<file path="src/rtl/rwalk_pkg.sv">
package rwalk_pkg;
  typedef enum logic [1:0] {
    ST_IDLE,
    ST_CHECK,
    ST_ISSUE,
    ST_WAIT
  } walk_state_t;

  localparam logic [1:0] CAUSE_OK     = 2'b00;
  localparam logic [1:0] CAUSE_NOPTE  = 2'b01;
  localparam logic [1:0] CAUSE_BADCFG = 2'b10;

  localparam int ENT_W         = 64;
  localparam int ENT_VALID_BIT = 63;
  localparam int ENT_LEAF_BIT  = 62;
  localparam int ENT_ADDR_HI   = 55;
  localparam int ENT_BASE_LO   = 8;
  localparam int ENT_RPN_LO    = 12;
  localparam int ENT_BYTES_LG  = 3;
endpackage

</file>
<file path="src/rtl/rwalk_index.sv">
module rwalk_index #(
  parameter int ADDR_W = 64,
  parameter int SIZE_W = 7,
  parameter int NLS_W  = 5
) (
  input  logic [ADDR_W-1:0] ea,
  input  logic [ADDR_W-1:0] base,
  input  logic [SIZE_W-1:0] size,
  input  logic [NLS_W-1:0]  nls,
  output logic [ADDR_W-1:0] entry_addr
);
  import rwalk_pkg::*;

  localparam logic [ADDR_W-1:0] ONE_W = ADDR_W'(1);

  logic [ADDR_W-1:0] align_mask;
  logic [ADDR_W-1:0] idx_mask;
  logic [ADDR_W-1:0] aligned;
  logic [ADDR_W-1:0] shifted;
  logic [SIZE_W:0]   size_x;
  logic [SIZE_W:0]   nls_x;
  logic [SIZE_W:0]   shamt;

  always_comb begin
    size_x     = (SIZE_W+1)'(size);
    nls_x      = (SIZE_W+1)'(nls);
    // table of 2^nls entries of 8 bytes: clear the low nls+3 bits
    align_mask = (ONE_W << (32'(nls) + ENT_BYTES_LG)) - ONE_W;
    idx_mask   = (ONE_W << nls) - ONE_W;
    shamt      = (nls_x > size_x) ? '0 : (size_x - nls_x);
    shifted    = ea >> shamt;
    aligned    = base & ~align_mask;
    entry_addr = aligned + ((shifted & idx_mask) << ENT_BYTES_LG);
  end
endmodule

</file>
<file path="src/rtl/rwalk_level_check.sv">
module rwalk_level_check #(
  parameter int SIZE_W     = 7,
  parameter int NLS_W      = 5,
  parameter int LVL_W      = 3,
  parameter int ROOT_SIZE  = 52,
  parameter int ROOT_NLS   = 13,
  parameter int MID_NLS    = 9,
  parameter int ALT_NLS    = 5,
  parameter int LAST_LEVEL = 3
) (
  input  logic [LVL_W-1:0]  level,
  input  logic [SIZE_W-1:0] size,
  input  logic [NLS_W-1:0]  nls,
  output logic              legal
);
  localparam logic [SIZE_W-1:0] ROOT_SIZE_C = SIZE_W'(ROOT_SIZE);
  localparam logic [NLS_W-1:0]  ROOT_NLS_C  = NLS_W'(ROOT_NLS);
  localparam logic [NLS_W-1:0]  MID_NLS_C   = NLS_W'(MID_NLS);
  localparam logic [NLS_W-1:0]  ALT_NLS_C   = NLS_W'(ALT_NLS);
  localparam logic [LVL_W-1:0]  LAST_C      = LVL_W'(LAST_LEVEL);

  always_comb begin
    legal = 1'b0;
    if (level == '0) begin
      legal = (size == ROOT_SIZE_C) && (nls == ROOT_NLS_C);
    end else if (level < LAST_C) begin
      legal = (nls == MID_NLS_C);
    end else if (level == LAST_C) begin
      legal = (nls == MID_NLS_C) || (nls == ALT_NLS_C);
    end
  end
endmodule

</file>
<file path="src/rtl/rwalk_entry_decode.sv">
module rwalk_entry_decode #(
  parameter int ADDR_W = 64,
  parameter int NLS_W  = 5
) (
  input  logic [rwalk_pkg::ENT_W-1:0] entry,
  output logic                        ent_valid,
  output logic                        ent_leaf,
  output logic [ADDR_W-1:0]           next_base,
  output logic [NLS_W-1:0]            next_nls,
  output logic [ADDR_W-1:0]           rpn
);
  import rwalk_pkg::*;

  localparam int BASE_BITS = ENT_ADDR_HI - ENT_BASE_LO + 1;
  localparam int RPN_BITS  = ENT_ADDR_HI - ENT_RPN_LO + 1;

  always_comb begin
    ent_valid = entry[ENT_VALID_BIT];
    ent_leaf  = entry[ENT_LEAF_BIT];
    next_nls  = entry[NLS_W-1:0];
    next_base = ADDR_W'({entry[ENT_ADDR_HI:ENT_BASE_LO], ENT_BASE_LO'(0)});
    rpn       = ADDR_W'({entry[ENT_ADDR_HI:ENT_RPN_LO], ENT_RPN_LO'(0)});
  end

  if (BASE_BITS <= 0 || RPN_BITS <= 0 || ADDR_W < ENT_ADDR_HI + 1) begin : g_bad_cfg
    initial $error("rwalk_entry_decode: field layout does not fit ADDR_W");
  end
endmodule

</file>
<file path="src/rtl/rwalk_compose.sv">
module rwalk_compose #(
  parameter int ADDR_W = 64,
  parameter int SIZE_W = 7
) (
  input  logic [ADDR_W-1:0] rpn,
  input  logic [ADDR_W-1:0] ea,
  input  logic [SIZE_W-1:0] size,
  output logic [ADDR_W-1:0] real_addr
);
  localparam logic [ADDR_W-1:0] ONE_W = ADDR_W'(1);

  logic [ADDR_W-1:0] low_mask;

  always_comb begin
    low_mask  = (ONE_W << size) - ONE_W;
    real_addr = (rpn & ~low_mask) | (ea & low_mask);
  end
endmodule

</file>
<file path="src/rtl/radix_walker.sv">
module radix_walker #(
  parameter int ADDR_W     = 64,
  parameter int SIZE_W     = 7,
  parameter int NLS_W      = 5,
  parameter int ROOT_SIZE  = 52,
  parameter int ROOT_NLS   = 13,
  parameter int MID_NLS    = 9,
  parameter int ALT_NLS    = 5,
  parameter int LAST_LEVEL = 3
) (
  input  logic              clk,
  input  logic              rst_n,
  input  logic              start,
  input  logic [ADDR_W-1:0] va,
  input  logic [ADDR_W-1:0] root_base,
  input  logic [NLS_W-1:0]  root_nls,
  input  logic [SIZE_W-1:0] root_size,
  output logic              busy,
  output logic              req_valid,
  input  logic              req_ready,
  output logic [ADDR_W-1:0] req_addr,
  input  logic              rsp_valid,
  output logic              rsp_ready,
  input  logic [63:0]       rsp_data,
  output logic              done,
  output logic [1:0]        cause,
  output logic [ADDR_W-1:0] real_addr,
  output logic [SIZE_W-1:0] page_size,
  output logic [63:0]       leaf_pte,
  output logic [ADDR_W-1:0] pte_addr
);
  import rwalk_pkg::*;

  localparam int LVL_W = $clog2(LAST_LEVEL + 2);

  walk_state_t       state_q;
  logic [ADDR_W-1:0] ea_q;
  logic [ADDR_W-1:0] base_q;
  logic [NLS_W-1:0]  nls_q;
  logic [SIZE_W-1:0] size_q;
  logic [LVL_W-1:0]  level_q;
  logic [ADDR_W-1:0] addr_q;
  logic              done_q;
  logic [1:0]        cause_q;
  logic [ADDR_W-1:0] ra_q;
  logic [SIZE_W-1:0] psize_q;
  logic [63:0]       pte_q;
  logic [ADDR_W-1:0] pteaddr_q;

  logic [ADDR_W-1:0] idx_addr;
  logic              lvl_legal;
  logic              ent_valid;
  logic              ent_leaf;
  logic [ADDR_W-1:0] ent_base;
  logic [NLS_W-1:0]  ent_nls;
  logic [ADDR_W-1:0] ent_rpn;
  logic [SIZE_W-1:0] size_after;
  logic [ADDR_W-1:0] leaf_ra;
  logic              rsp_fire;
  logic              req_fire;

  rwalk_index #(.ADDR_W(ADDR_W), .SIZE_W(SIZE_W), .NLS_W(NLS_W)) u_index (
    .ea        (ea_q),
    .base      (base_q),
    .size      (size_q),
    .nls       (nls_q),
    .entry_addr(idx_addr)
  );

  rwalk_level_check #(
    .SIZE_W(SIZE_W), .NLS_W(NLS_W), .LVL_W(LVL_W),
    .ROOT_SIZE(ROOT_SIZE), .ROOT_NLS(ROOT_NLS), .MID_NLS(MID_NLS),
    .ALT_NLS(ALT_NLS), .LAST_LEVEL(LAST_LEVEL)
  ) u_check (
    .level(level_q),
    .size (size_q),
    .nls  (nls_q),
    .legal(lvl_legal)
  );

  rwalk_entry_decode #(.ADDR_W(ADDR_W), .NLS_W(NLS_W)) u_decode (
    .entry    (rsp_data),
    .ent_valid(ent_valid),
    .ent_leaf (ent_leaf),
    .next_base(ent_base),
    .next_nls (ent_nls),
    .rpn      (ent_rpn)
  );

  assign size_after = size_q - SIZE_W'(nls_q);

  rwalk_compose #(.ADDR_W(ADDR_W), .SIZE_W(SIZE_W)) u_compose (
    .rpn      (ent_rpn),
    .ea       (ea_q),
    .size     (size_after),
    .real_addr(leaf_ra)
  );

  assign busy      = (state_q != ST_IDLE);
  assign req_valid = (state_q == ST_ISSUE);
  assign req_addr  = addr_q;
  assign rsp_ready = (state_q == ST_WAIT);
  assign req_fire  = req_valid && req_ready;
  assign rsp_fire  = rsp_valid && rsp_ready;

  assign done      = done_q;
  assign cause     = cause_q;
  assign real_addr = ra_q;
  assign page_size = psize_q;
  assign leaf_pte  = pte_q;
  assign pte_addr  = pteaddr_q;

  always_ff @(posedge clk) begin
    if (!rst_n) begin
      state_q   <= ST_IDLE;
      ea_q      <= '0;
      base_q    <= '0;
      nls_q     <= '0;
      size_q    <= '0;
      level_q   <= '0;
      addr_q    <= '0;
      done_q    <= 1'b0;
      cause_q   <= CAUSE_OK;
      ra_q      <= '0;
      psize_q   <= '0;
      pte_q     <= '0;
      pteaddr_q <= '0;
    end else begin
      done_q <= 1'b0;
      unique case (state_q)
        ST_IDLE: begin
          if (start) begin
            ea_q    <= va;
            base_q  <= root_base;
            nls_q   <= root_nls;
            size_q  <= root_size;
            level_q <= '0;
            state_q <= ST_CHECK;
          end
        end
        ST_CHECK: begin
          if (!lvl_legal) begin
            cause_q <= CAUSE_BADCFG;
            done_q  <= 1'b1;
            state_q <= ST_IDLE;
          end else begin
            addr_q  <= idx_addr;
            state_q <= ST_ISSUE;
          end
        end
        ST_ISSUE: begin
          if (req_fire) begin
            state_q <= ST_WAIT;
          end
        end
        ST_WAIT: begin
          if (rsp_fire) begin
            if (!ent_valid) begin
              cause_q <= CAUSE_NOPTE;
              done_q  <= 1'b1;
              state_q <= ST_IDLE;
            end else if (ent_leaf) begin
              cause_q   <= CAUSE_OK;
              ra_q      <= leaf_ra;
              psize_q   <= size_after;
              pte_q     <= rsp_data;
              pteaddr_q <= addr_q;
              done_q    <= 1'b1;
              state_q   <= ST_IDLE;
            end else begin
              size_q  <= size_after;
              base_q  <= ent_base;
              nls_q   <= ent_nls;
              level_q <= level_q + LVL_W'(1);
              state_q <= ST_CHECK;
            end
          end
        end
        default: state_q <= ST_IDLE;
      endcase
    end
  end
endmodule

</file>
<file path="config.mk">
export PLATFORM = sky130hd
export DESIGN_NAME = radix_walker
export DESIGN_NICKNAME = d
export VERILOG_FILES = /design/src/rtl/rwalk_pkg.sv /design/src/rtl/rwalk_index.sv /design/src/rtl/rwalk_level_check.sv /design/src/rtl/rwalk_entry_decode.sv /design/src/rtl/rwalk_compose.sv /design/src/rtl/radix_walker.sv
export SDC_FILE = /design/constraint.sdc
export NUM_CORES = 1
export LEC_CHECK = 0
export BUFFER_PORTS_ARGS = -buffer_cell sky130_fd_sc_hd__clkbuf_2
export CAP_MARGIN = 25
export CORE_ASPECT_RATIO = 1.2
export CORE_MARGIN = 2
export CORE_UTILIZATION = 30
export DETAILED_ROUTE_END_ITERATION = 12
export HOLD_SLACK_MARGIN = 0.06
export PLACE_DENSITY = 0.58
export SYNTH_ARGS = -nofsm -noshare
export SYNTH_HDL_FRONTEND = slang
export SYNTH_SLANG_ARGS = --single-unit
</file>
<file path="constraint.sdc">
create_clock -name clk -period 12.55 [get_ports clk]
set_input_delay 0.6275 -clock clk [delete_from_list [all_inputs] [get_ports clk]]
set_output_delay 0.6275 -clock clk [all_outputs]
set_load 0.05 [all_outputs]
</file>
==> results of run 1 <==
[state kept, by name, indices dropped and copies added, names as in the netlist, named ones only]
register and count:
cause 2, state_q 1, size_q 7, ea_q 64, base_q 63, page_size 7
leaf_pte 63, req_addr 64, level_q 3, real_addr 64, pte_addr 64, nls_q 5
done 1
[through the flow]
stage	hold slack (ns)	worst slack [ns]
2_1_floorplan	0.445	6.44
3_3_place_gp	0.440	4.58
3_5_place_dp	0.444	4.56
4_1_cts	0.188	4.50
5_1_grt	0.213	3.97
6_report	0.213	4.17
[layer usage]
layer  global-route usage [%]  share of wire, %  up-vias
met5                        0             0.081        -
met4                     12.6               5.1       14
met3                     5.04               8.1      294
met2                     42.5                45     1461
met1                     34.4                41    13499
li1                         -                 -    13344
[tightest hold or removal path, stage by stage]
cell      delay (ns)
clkbuf_2        0.08
nand2_1         0.05
a21oi_1         0.05
[cell type report]
| class | instances | area (um2) |
|---|---|---|
| fill | 9455 | 55300 |
| multi-input combinational | 2839 | 16400 |
| sequential | 409 | 8190 |
| timing repair buffer | 530 | 2800 |
| tap | 1140 | 1430 |
| clock buffer | 67 | 1380 |
| clock inverter | 18 | 278 |
| inverter | 34 | 135 |
| antenna | 5 | 12.5 |
[kinds of logic (layout without fill, tap and decap cells)]
group | Yosys count | in the layout | synth area share, %
buf+inv | 375 | 649 | 5.86
other cells | 2 | 26 | 0.0290
mux | 145 | 145 | 5.81
fa+ha+maj | 73 | 73 | 3.58
compound gates | 1123 | 1123 | 28.0
simple gates | 1416 | 1416 | 23.1
xor+xnor | 61 | 61 | 2.06
flops | 409 | 409 | 31.6
[placed cells by master (no fill, tap or decap), types with 10 or more instances in the layout]
| cell type | instances |
|---|---|
| mux2_2 | 33 |
| inv_1 | 28 |
| nor3_1 | 62 |
| and3_1 | 19 |
| o22ai_1 | 23 |
| nand3_1 | 79 |
| a2bb2oi_1 | 13 |
| a31oi_1 | 49 |
| mux2i_1 | 110 |
| nand2_1 | 812 |
| a211oi_1 | 64 |
| nor4_1 | 21 |
| nor2b_1 | 27 |
| clkbuf_16 | 48 |
| o21bai_1 | 10 |
| o21ai_1 | 15 |
| nor2_1 | 279 |
| clkbuf_2 | 476 |
| o21a_1 | 22 |
| o221a_2 | 11 |
| nand4_1 | 29 |
| dfxtp_1 | 409 |
| o31ai_1 | 23 |
| a311oi_1 | 62 |
| xnor2_1 | 44 |
| a21oi_1 | 429 |
| a21o_1 | 47 |
| xor2_1 | 16 |
| buf_4 | 53 |
| and2_1 | 12 |
| or3_1 | 10 |
| conb_1 | 21 |
| a2111oi_0 | 16 |
| a22oi_1 | 28 |
| ha_1 | 70 |
| clkbuf_8 | 11 |
| o21ai_0 | 157 |
| o211ai_1 | 50 |
[synth_stat cells, types with 33 or more instances]
cell / number
mux2i_1: 110
a311oi_1: 62
o21ai_0: 158
ha_1: 71
mux2_2: 33
nand3_1: 79
nor3_1: 62
nand2_1: 815
o211ai_1: 50
xnor2_1: 44
nor2_1: 285
a211oi_1: 64
clkbuf_1: 274
a31oi_1: 49
a21o_1: 47
a21oi_1: 429
dfxtp_1: 409
[worst max path at each step]
stage	end	depth (start not counted)	startpoint	slack (ns)
after detailed placement	req_addr[63]$_SDFFE_PN0P_	22	nls_q[1]$_SDFFE_PN0P_	4.56
after global routing	req_addr[51]$_SDFFE_PN0P_	21	nls_q[1]$_SDFFE_PN0P_	3.97
after global placement	req_addr[63]$_SDFFE_PN0P_	22	nls_q[1]$_SDFFE_PN0P_	4.58
final	req_addr[51]$_SDFFE_PN0P_	21	nls_q[1]$_SDFFE_PN0P_	4.17
after floorplan	req_addr[51]$_SDFFE_PN0P_	27	nls_q[1]$_SDFFE_PN0P_	6.44
after CTS	req_addr[63]$_SDFFE_PN0P_	22	nls_q[1]$_SDFFE_PN0P_	4.50
[power breakdown]
| part | switching [mW] | internal [mW] |
|---|---|---|
| registers | 0.0635 | 1.33 |
| logic | 1.15 | 0.554 |
| clock network | 0.614 | 0.876 |
| total | 1.83 | 2.76 |
==> flow_summary.yaml, run 1 <==
synth:
  synth-main-ff-cell: "dfxtp_1"
  synth_top_area_cell: "dfxtp_1"
  synth_seq_cells: 409
  synth-edff-count: 0
  synth_top_area_share_pct: 31.6
  ys_seq_area_share_pct: 31.6
  ys_types: 99
  synth_area_um2: 25900
  synth_warnings: 0
  async_flop_share_pct: 0
  synthTopCellsByArea: "dfxtp_1, nand2_1, a21oi_1"
  syn_area_per_cell_um2: 7.20
  netlist_instances: 3604
timing:
  min_period_ns: 8.38
  fmax_mhz: 119
  rsz0062_at_grt: "false"
  finClkSkew_ns: 0.0321
  hold_viol: 0
  slew_headroom_pct: 23.7
  finalSetupViolCount: 0
  final-max-slew-violation-count: 0
  period_share_pct: 66.7
  worst_pin_slew_ns: 1.14
  tns_ns: 0
critical_path:
  reg2reg_slack_ns: 4.17
  cp_num_buf_inv: 3
  crit_type: "reg -> reg"
  timing.rr.start: "nls_q[1]$_SDFFE_PN0P_"
  crit_required_ns: 13.07
  slowest_delay_ns: 1.02
  r2r-end: "req_addr[51]$_SDFFE_PN0P_"
  crit_arrival_ns: 8.90
  r2r_cells: 21
  startpoint_type: "flop"
  crit_slowest_cell: "fa_2"
  path_delay_family: "compound AO/OA/AOI/OAI gates"
  path_cells: "buf_4 -> clkinv_1 -> fa_2 -> inv_1 -> nor2_2 -> mux2_2 -> o211ai_1 -> o21ai_0 -> o22ai_1 -> o21ai_0 -> nor4b_1 -> ha_1 -> a21oi_1 -> o21a_1 -> o31ai_1 -> a2111oi_0 -> nor2b_1 -> o31ai_1 -> a311oi_1 -> mux2i_1 -> a31o_2"
  critPathCaptureType: "flop"
  crit_fanout: 21
cts:
  hold_buffers: 0
  clkTransAtPathRegs_ns: 0.06
  cts_htree_levels: 2
  cts_buffers: 47
  clock-sinks: 409
  root_buffer: "clkbuf_16"
  cts_tree: "built"
  post_cts_resized: 0
  clk_latency_ns: 0.63
  clock_path_buffers: 3
  cts_setup_buffers: 0
power:
  p_total_mw: 4.59
  pwr_density_cell_nw_per_um2: 150
  p_leak_nw: 12.4
  ir_worst_vdd_uv: 103
floorplanning:
  die_area_um2: 88800
  die_y_um: 326
  start_util_pct: 30.2
  coreArea_um2: 85900
  row_count: 118
  io_pins: 478
  dieWidth_um: 272
placement:
  dp_cells: 4952
  place.gp.congestion: 1.01
  dpl.hpwl_mm: 93.8
  post_dp_cell_area_um2: 28900
  numPortBuffers: 476
grt:
  grt_pass1_wl_mm: 179
  grt_max_degree: 154
  grt_pass1_vias: 26197
  overflow: 0
  grt.total_usage_pct: 26.6
  grt_antenna_before_repair: 12
cells_and_area:
  fin_nets: 4143
  final_cells: 5042
  final_area_um2: 30600
  final_util_pct: 35.6
  syn2layout_area_growth_pct: 17.9
  drive_gt1_share_pct: 18.4
min_path:
  min_to: "ea_q[46]$_SDFFE_PN0P_"
  hold_path.class: "in -> reg"
  holdPathStages: 3
  min_from: "va[46]"
routing:
  ant_nets: 0
  vias_per_cell: 5.67
  vias: 28612
  drtIter0Drc: 3102
  wl_per_cell_um: 24.6
  wl_mm: 124
  dr.pass1.iters: 6
  drc: 0
run_status:
  outcome: "finished clean"
flow_run:
  drv_cap: 0
No activity file was read; power rests on OpenSTA's default activity.
==> inputs of run 2 (changes only) <==
--- a/config.mk
+++ b/config.mk
@@ -12,7 +12,7 @@
 export CORE_UTILIZATION = 30
 export DETAILED_ROUTE_END_ITERATION = 12
 export HOLD_SLACK_MARGIN = 0.06
-export PLACE_DENSITY = 0.58
+export PLACE_DENSITY = 0.6
 export SYNTH_ARGS = -nofsm -noshare
 export SYNTH_HDL_FRONTEND = slang
 export SYNTH_SLANG_ARGS = --single-unit
==> constraint.sdc (replaced) <==
create_clock -name clk -period 7.6 [get_ports clk]
set_input_delay 0.38 -clock clk [delete_from_list [all_inputs] [get_ports clk]]
set_output_delay 0.38 -clock clk [all_outputs]
set_load 0.05 [all_outputs]
==> run 2 against run 1 <==
Net effect: utilization increased by 2.4 points; sequential share of layout area is 1.7 points lower; flip-flop and latch count is the same; combinational power up 75%; critical endpoint is now req_addr[33]$_SDFFE_PN0P_.
==> flow_summary.yaml, run 2 (synthesized netlist as in run 1, its figures left out) <==
run_status:
  outcome: "finished clean"
cts:
  root_buffer: "clkbuf_16"
  clk_latency_ns: 0.63
  cts_setup_buffers: 0
  clock-sinks: 409
  clkTransAtPathRegs_ns: 0.07
  cts_tree: "built"
  cts_buffers: 47
  clock_path_buffers: 3
  cts_htree_levels: 2
power:
  pwr_density_cell_nw_per_um2: 237
  p_leak_nw: 13.3
  ir_worst_vdd_uv: 193
timing:
  finalSetupViolCount: 0
  slew_headroom_pct: 36.1
  rsz0062_at_grt: "false"
  tns_ns: 0
  hold_viol: 0
  final-max-slew-violation-count: 0
  finClkSkew_ns: 0.0516
  min_period_ns: 7.05
  hold_slack_ns: 0.0967
  worst_pin_slew_ns: 0.958
  fmax_mhz: 142
  period_share_pct: 92.7
routing:
  drtIter0Drc: 2989
  vias_per_cell: 5.62
  drc: 0
  vias: 29540
  wl_per_cell_um: 23.7
  wl_mm: 125
  dr.pass1.iters: 6
  ant_nets: 0
critical_path:
  r2r_cells: 25
  path_depth: 25
  r2r-end: "req_addr[33]$_SDFFE_PN0P_"
  crit_required_ns: 8.14
  crit_arrival_ns: 7.59
  critPathCaptureType: "flop"
  timing.rr.start: "nls_q[2]$_SDFFE_PN0P_"
  slowest_delay_ns: 0.73
  startpoint_type: "flop"
  cp_common_cell: "a21oi_1"
  crit_type: "reg -> reg"
  path_delay_family: "compound AO/OA/AOI/OAI gates"
  reg2reg_slack_ns: 0.55
  crit_slowest_cell: "a2111oi_0"
  cp_num_buf_inv: 4
  crit_fanout: 43
cells_and_area:
  mostFrequentLayoutCell: "nand2_1"
  syn2layout_area_growth_pct: 25.9
  final_cells: 5255
  nFillCells: 9236
  drive_gt1_share_pct: 18.5
  fin_nets: 4358
  mostFrequentLayoutCells: "nand2_1, clkbuf_2, a21oi_1"
floorplanning:
  row_count: 118
  coreArea_um2: 85900
  die_area_um2: 88800
  dieWidth_um: 272
  io_pins: 478
  die_y_um: 326
  start_util_pct: 30.2
placement:
  numPortBuffers: 476
  place.gp.congestion: 1.01
  dpl.hpwl_mm: 93.5
  dp_cells: 4997
grt:
  grt.total_usage_pct: 26.9
  grt_antenna_before_repair: 2
  grt_pass1_vias: 27220
  overflow: 0
  grt_pass1_wl_mm: 182
  grt_max_degree: 162
min_path:
  hold_path.class: "in -> reg"
  holdPathStages: 3
  min_to: "leaf_pte[39]$_SDFFE_PN0P_"
  min_from: "rsp_data[39]"
flow_run:
  drv_cap: 0
run 2: metrics by stage:
step                      total power [mW]  setup slack, ns  instance area, um2  util, %
after global placement                5.14            0.754               29300     34.1
after floorplan                       4.19             1.49               26000        -
after detailed placement              5.13            0.723               29300     34.1
after global routing                  8.06            0.245               32700     38.0
after CTS                             7.70            0.665               32700     38.0
final                                 7.75            0.553               32700     38.0
run 2: worst max-delay path by stage:
| stage | slack [ns] | from | end |
|---|---|---|---|
| 6_report | 0.55 | nls_q[2]$_SDFFE_PN0P_ | req_addr[33]$_SDFFE_PN0P_ |
| 5_1_grt | 0.25 | nls_q[2]$_SDFFE_PN0P_ | req_addr[33]$_SDFFE_PN0P_ |
| 2_1_floorplan | 1.49 | nls_q[1]$_SDFFE_PN0P_ | req_addr[51]$_SDFFE_PN0P_ |
| 3_3_place_gp | 0.75 | nls_q[2]$_SDFFE_PN0P_ | req_addr[63]$_SDFFE_PN0P_ |
| 4_1_cts | 0.66 | nls_q[2]$_SDFFE_PN0P_ | req_addr[33]$_SDFFE_PN0P_ |
| 3_5_place_dp | 0.72 | nls_q[2]$_SDFFE_PN0P_ | req_addr[33]$_SDFFE_PN0P_ |
run 2: timing repair:
action	4_1_cts	5_1_grt
resized for setup	0	0
hold endpoints to repair	162	0
hold buffers	170	0
endpoints found under the setup margin	0	0
run 2: final cells by class:
cell class | instances | area (um2) | share of cell area (%)
diodes | 2 | 5.00 | 0.0153
flip-flops and latches | 409 | 8190 | 25.1
well taps | 1140 | 1430 | 4.37
inverters | 34 | 135 | 0.414
repair buffers | 745 | 4900 | 15.0
clock buffers | 63 | 1350 | 4.13
clock inverters | 23 | 312 | 0.954
multi-input cells | 2839 | 16300 | 50.0
run 2: power breakdown:
group | leakage (nW) | internal, mW | switching [mW] | total [mW]
clock | 0.802 | 1.43 | 1.04 | 2.47
combinational | 9.22 | 1.04 | 1.93 | 2.97
sequential | 3.32 | 2.20 | 0.107 | 2.30
run 2: routing by layer:
metal / track usage [%] / part of all wire (%) / vias up
li1: - / - / 13772
met1: 34.4 / 41 / 13942
met2: 43.5 / 46 / 1501
met3: 4.76 / 8.2 / 323
met4: 13.1 / 5.4 / 2
met5: 0 / 0.010 / -
run 2: worst register-to-register path: cells and delay by family (launching register included):
| family | cells | cell delay, ns |
|---|---|---|
| adder cells (fa/ha/maj) | 2 | 0.82 |
| AO/OA/AOI/OAI | 15 | 4.16 |
| AND/OR/NAND/NOR | 3 | 0.43 |
| flip-flops | 1 | 0.34 |
| XOR/XNOR | 1 | 0.15 |
| buffers and inverters | 4 | 1.09 |
